**src/rtl/rename_unit.sv**
```systemverilog
module rename_unit #(
  parameter int NARCH = 8,
  parameter int NPHYS = 16
) (
  input  logic                     clk,
  input  logic                     rst_n,
  input  logic                     a_valid,
  input  logic                     a_wen,
  input  logic [$clog2(NARCH)-1:0] a_rd,
  input  logic [$clog2(NARCH)-1:0] a_rs1,
  input  logic [$clog2(NARCH)-1:0] a_rs2,
  input  logic                     b_valid,
  input  logic                     b_wen,
  input  logic [$clog2(NARCH)-1:0] b_rd,
  input  logic [$clog2(NARCH)-1:0] b_rs1,
  input  logic [$clog2(NARCH)-1:0] b_rs2,
  input  logic                     cm_valid,
  input  logic [$clog2(NPHYS)-1:0] cm_tag,
  input  logic                     ud_valid,
  input  logic [$clog2(NARCH)-1:0] ud_rd,
  input  logic [$clog2(NPHYS)-1:0] ud_pd,
  input  logic [$clog2(NPHYS)-1:0] ud_old,
  output logic                     ren_ready,
  output logic [$clog2(NPHYS)-1:0] a_ps1,
  output logic [$clog2(NPHYS)-1:0] a_ps2,
  output logic [$clog2(NPHYS)-1:0] a_pd,
  output logic [$clog2(NPHYS)-1:0] a_old,
  output logic [$clog2(NPHYS)-1:0] b_ps1,
  output logic [$clog2(NPHYS)-1:0] b_ps2,
  output logic [$clog2(NPHYS)-1:0] b_pd,
  output logic [$clog2(NPHYS)-1:0] b_old
);
  localparam int AW = $clog2(NARCH);
  localparam int PW = $clog2(NPHYS);

  logic [PW-1:0]    map_q [NARCH];
  logic [NPHYS-1:0] free_q;
  logic [PW-1:0]    f0, f1;
  logic [PW:0]      nfree, need;
  logic [NPHYS-1:0] alloc, rel;

  wire a_req = a_valid & a_wen & (a_rd != '0);
  wire b_req = b_valid & b_wen & (b_rd != '0);
  wire a_hit1 = a_req & (b_rs1 == a_rd);
  wire a_hit2 = a_req & (b_rs2 == a_rd);
  wire a_hitd = a_req & (b_rd == a_rd);

  always_comb begin
    f0 = '0;
    f1 = '0;
    for (int i = NPHYS - 1; i >= 0; i--) begin
      if (free_q[i]) begin
        f1 = f0;
        f0 = PW'(i);
      end
    end
  end

  assign nfree = (PW+1)'($countones(free_q));
  assign need  = (PW+1)'(a_req) + (PW+1)'(b_req);
  assign ren_ready = !ud_valid && (nfree >= need);

  assign a_ps1 = map_q[a_rs1];
  assign a_ps2 = map_q[a_rs2];
  assign a_pd  = a_req ? f0 : '0;
  assign a_old = a_req ? map_q[a_rd] : '0;
  assign b_ps1 = a_hit1 ? a_pd : map_q[b_rs1];
  assign b_ps2 = a_hit2 ? a_pd : map_q[b_rs2];
  assign b_pd  = b_req ? (a_req ? f1 : f0) : '0;
  assign b_old = b_req ? (a_hitd ? a_pd : map_q[b_rd]) : '0;

  always_comb begin
    alloc = '0;
    rel   = '0;
    if (ren_ready && a_req) alloc[a_pd] = 1'b1;
    if (ren_ready && b_req) alloc[b_pd] = 1'b1;
    if (cm_valid && cm_tag != '0) rel[cm_tag] = 1'b1;
    if (ud_valid && ud_pd != '0) rel[ud_pd] = 1'b1;
  end

  always_ff @(posedge clk) begin
    if (!rst_n) begin
      for (int i = 0; i < NARCH; i++) map_q[i] <= PW'(i);
      for (int i = 0; i < NPHYS; i++) free_q[i] <= (i >= NARCH);
    end else begin
      free_q <= (free_q & ~alloc) | rel;
      if (ren_ready && a_req) map_q[a_rd] <= a_pd;
      if (ren_ready && b_req) map_q[b_rd] <= b_pd;
      if (ud_valid && ud_rd != '0) map_q[ud_rd] <= ud_old;
    end
  end


  zero_map_chk: assert property (@(posedge clk) disable iff (!rst_n)
    map_q[0] == '0);

  alloc_free_chk: assert property (@(posedge clk) disable iff (!rst_n)
    (ren_ready && a_req) |-> free_q[a_pd]);

  distinct_pd_chk: assert property (@(posedge clk) disable iff (!rst_n)
    (ren_ready && a_req && b_req) |-> (a_pd != b_pd));

  map_update_chk: assert property (@(posedge clk) disable iff (!rst_n)
    (ren_ready && a_req && !(b_req && a_hitd)) |=> map_q[$past(a_rd)] == $past(a_pd));

  stall_hold_chk: assert property (@(posedge clk) disable iff (!rst_n)
    (!ren_ready && !cm_valid && !ud_valid) |=> nfree == $past(nfree));

  commit_free_chk: assert property (@(posedge clk) disable iff (!rst_n)
    (cm_valid && cm_tag != '0) |=> free_q[$past(cm_tag)]);

  undo_free_chk: assert property (@(posedge clk) disable iff (!rst_n)
    (ud_valid && ud_pd != '0) |=> free_q[$past(ud_pd)]);
endmodule

```
**config.mk**
```make
export PLATFORM = sky130hd
export DESIGN_NAME = rename_unit
export DESIGN_NICKNAME = d
export VERILOG_FILES = /design/src/rtl/rename_unit.sv
export SDC_FILE = /design/constraint.sdc
export NUM_CORES = 1
export LEC_CHECK = 0
export BUFFER_PORTS_ARGS = -buffer_cell sky130_fd_sc_hd__buf_4
export CORE_MARGIN = 2
export CORE_UTILIZATION = 35
export DETAILED_ROUTE_END_ITERATION = 10
export SETUP_SLACK_MARGIN = 0.1
export SLEW_MARGIN = 20
export SYNTH_ARGS = -nofsm -noshare
export SYNTH_HDL_FRONTEND = slang
export SYNTH_SLANG_ARGS = --single-unit
```
**constraint.sdc**
```tcl
create_clock -name clk -period 9.39 [get_ports clk]
set_clock_uncertainty 0.15 [all_clocks]
set_input_delay 0.4695 -clock clk [delete_from_list [all_inputs] [get_ports clk]]
set_output_delay 0.4695 -clock clk [all_outputs]
set_load 0.02 [all_outputs]
```
==> out/metrics.cfg <==
[status]
status = finished clean

[timing]
max_clock_freq_ghz = 0.157
slew_headroom_pct = 35.7
tightestPinTransition_ns = 0.963
period_needed_ns = 6.35
hold_viol_final = 0
fin_hold_ws_ns = 0.413
setup_violations = 0
post-route-period-util_pct = 67.7
report.final.slew_viol_count = 0
fin_setup_tns_ns = 0
rsz0062_at_grt = no

[clocking]
clk_latency_ns = 0.29
postCtsSetupBuffers = 0
htreeDepth = 2
cts_root_buffer = clkbuf_16
cts.clk_slew.worst_paths_ns = 0.07
cts.sinks = 48
hold_buffers = 0
numCtsBuffers = 5
cts_tree = done
ctsResizeCount = 0
clk_path_buf_depth = 2

[synth]
ys_warn_count = 0
ys_seq_elements = 48
avgSynthCellArea_um2 = 9.20
synth_edf_count = 32
seq_area_frac_synth_pct = 21.4
synth_xor_area_share_pct = 2.19
synthMuxAreaShare_pct = 20.5
syn-cell-area_mm2 = 0.00600
async_flop_share_pct = 0
synth_compound_area_share_pct = 22.9
synth_top_cell_by_area = mux4_2
ys_types = 87
yosys.area_share.adder_pct = 5.50
synth_top_family_by_area = compound AO/OA/AOI/OAI gates
synthTopCellsByArea = mux4_2 17%, edfxtp_1 16%, dfxtp_1 5.3%
syn_inst = 652
post_synth_and_or_nand_nor_area_fraction_pct = 20.5
synth_top_area_share_pct = 16.5
synth_flop_cell = edfxtp_1

[routing]
vias = 5853
drc = 0
drtIter0Drc = 627
drtAntennaViolNets = 0
dr.pass1.iters = 8
wl_per_cell_um = 22.4
via_per_inst = 6.45
finalWirelength_um = 20300

[die]
die_area_mm2 = 0.0182
row_count = 47
io_pins = 74
dieHeight_um = 135
fp.dieW_um = 135
core_region_area_mm2 = 0.0167
initial_utilization_pct = 35.9

[final_layout]
layout.nets = 746
seq_area_mm2 = 0.00128
layout-drive-gt1-share_pct = 24.7
mostFrequentLayoutCells = 75 x buf_4, 49 x nor2_1, 44 x mux4_2, 39 x inv_1
fin_util_pct = 40.9
multiInputGateArea_mm2 = 0.00435
syn2layout_area_growth_pct = 13.8
final_common_cell = buf_4
antennaDiodeCount = 0
nFillCells = 1651
instances_no_fill = 908

[setup_path]
arrival_ns = 6.25
path_buf_inv = 4
cp_max_fo = 13
critical_path.max_stage_delay_ns = 0.72
crit_top_cell = fa_1
crit_path_start_kind = flop
worstPathRequired_ns = 9.29
worstPathCellList = inv_1 -> fa_1 -> fa_1 -> fa_1 -> fa_1 -> inv_1 -> ha_1 -> inv_1 -> fa_1 -> inv_1 -> ha_1 -> o21ai_0 -> a311oi_1 -> nand3_1 -> a21oi_1 -> o21ai_0 -> nand2b_1 -> o22a_1
cp_slowest_cell = a311oi_1
crit_type = reg -> reg
critPathCaptureType = flop
critPathTopFamily = adder cells

[flow_run]
drv_cap = 0

[power_and_ir_drop]
power_mw = 0.776
powerDensity_mw_per_mm2 = 114
p_leak_nw = 2.44
ir_worst_vdd_mv = 0.0815

[placement]
place.gp.congestion = 0.923
dp_cells = 900
hpwl_um = 15400
port_buffers = 73

[global_route]
grt_first_pass_wirelength_um = 31400
grt_remaining_overflow = 0
grt_max_degree = 22
antenna_found_initial = 0
gr-usage-all-layers_pct = 22.4
grt_pass1_vias = 5530

[min_path]
hp-class = in -> reg

[power by group]
part	internal, mW	switching (mW)
Combinational	0.118	0.163
Clock	0.154	0.0855
Sequential	0.234	0.0214
Total	0.506	0.270
[kinds of logic after synthesis]
| family | after synthesis |
|---|---|
| muxes | 67 |
| other | 1 |
| and+or+nand+nor | 221 |
| xor gates and xnor gates | 15 |
| DFF | 48 |
| adders and majority gates | 21 |
| buffers and inverters | 94 |
| AOI/OAI and AO/OA | 185 |
[layer usage]
metal  wire (um)  vias up  track usage [%]  part of all wire, %
met5           0        -                0                    0
met3        2020       30             3.15                   10
li1            -     2606                -                    -
met2        9270      362             34.7                   46
met4         352        0             6.02                  1.7
met1        8660     2855             32.7                   43
[Yosys cell counts, types with 4 or more instances]
cell type	count
nor2b_1	25
a21oi_1	30
a211oi_1	17
o21ai_1	4
buf_4	5
dfxtp_1	16
nand3_1	32
nand3b_1	5
ha_1	8
mux4_2	44
or2_2	4
a221o_1	4
nor3b_1	7
nor3_1	18
clkbuf_1	21
buf_1	10
xor2_1	8
inv_1	39
buf_6	4
o211ai_1	6
a31oi_1	9
o22ai_1	16
o21ai_0	22
o31ai_1	6
xnor2_1	7
a22oi_1	17
or3_1	7
nor2_1	49
mux2i_1	15
a311oi_1	4
nand2_1	31
buf_2	10
mux2_2	8
nand2b_1	7
fa_1	10
edfxtp_1	32
and3_1	7
o21a_1	10
[flip-flops by register name (all words and copies together) (netlist names)]
name	flops
free_q	16
map_q	32
[layout make-up]
cell class,instances,area share (%)
Tap cell,220,4.03
Sequential cell,48,18.8
Clock buffer,5,1.83
Timing Repair Buffer,75,8.24
Multi-Input combinational cell,513,63.7
Inverter,44,2.45
Clock inverter,3,1.01
[path summary, 6_finish.rpt]
kind | from | endpoint | slack [ns] | cells past startpoint
min | rst_n | free_q[5]$_SDFF_PN0_ | 0.41 | 2
max | free_q[9]$_SDFF_PN1_ | map_q[2][1]$_DFFE_PP_ | 3.04 | 18
max reg2reg | free_q[9]$_SDFF_PN1_ | map_q[2][1]$_DFFE_PP_ | 3.04 | 18
min reg2reg | free_q[0]$_SDFF_PN0_ | free_q[0]$_SDFF_PN0_ | 0.57 | 2
[through the flow]
stage / worst slack [ns] / instance area [um2]
after floorplan: 3.63 / 6010
after global placement: 3.18 / 6620
after detailed placement: 3.09 / 6620
after CTS: 3.09 / 6820
after global routing: 2.58 / 6830
final: 3.04 / 6830
No activity file was read; power rests on OpenSTA's default activity.
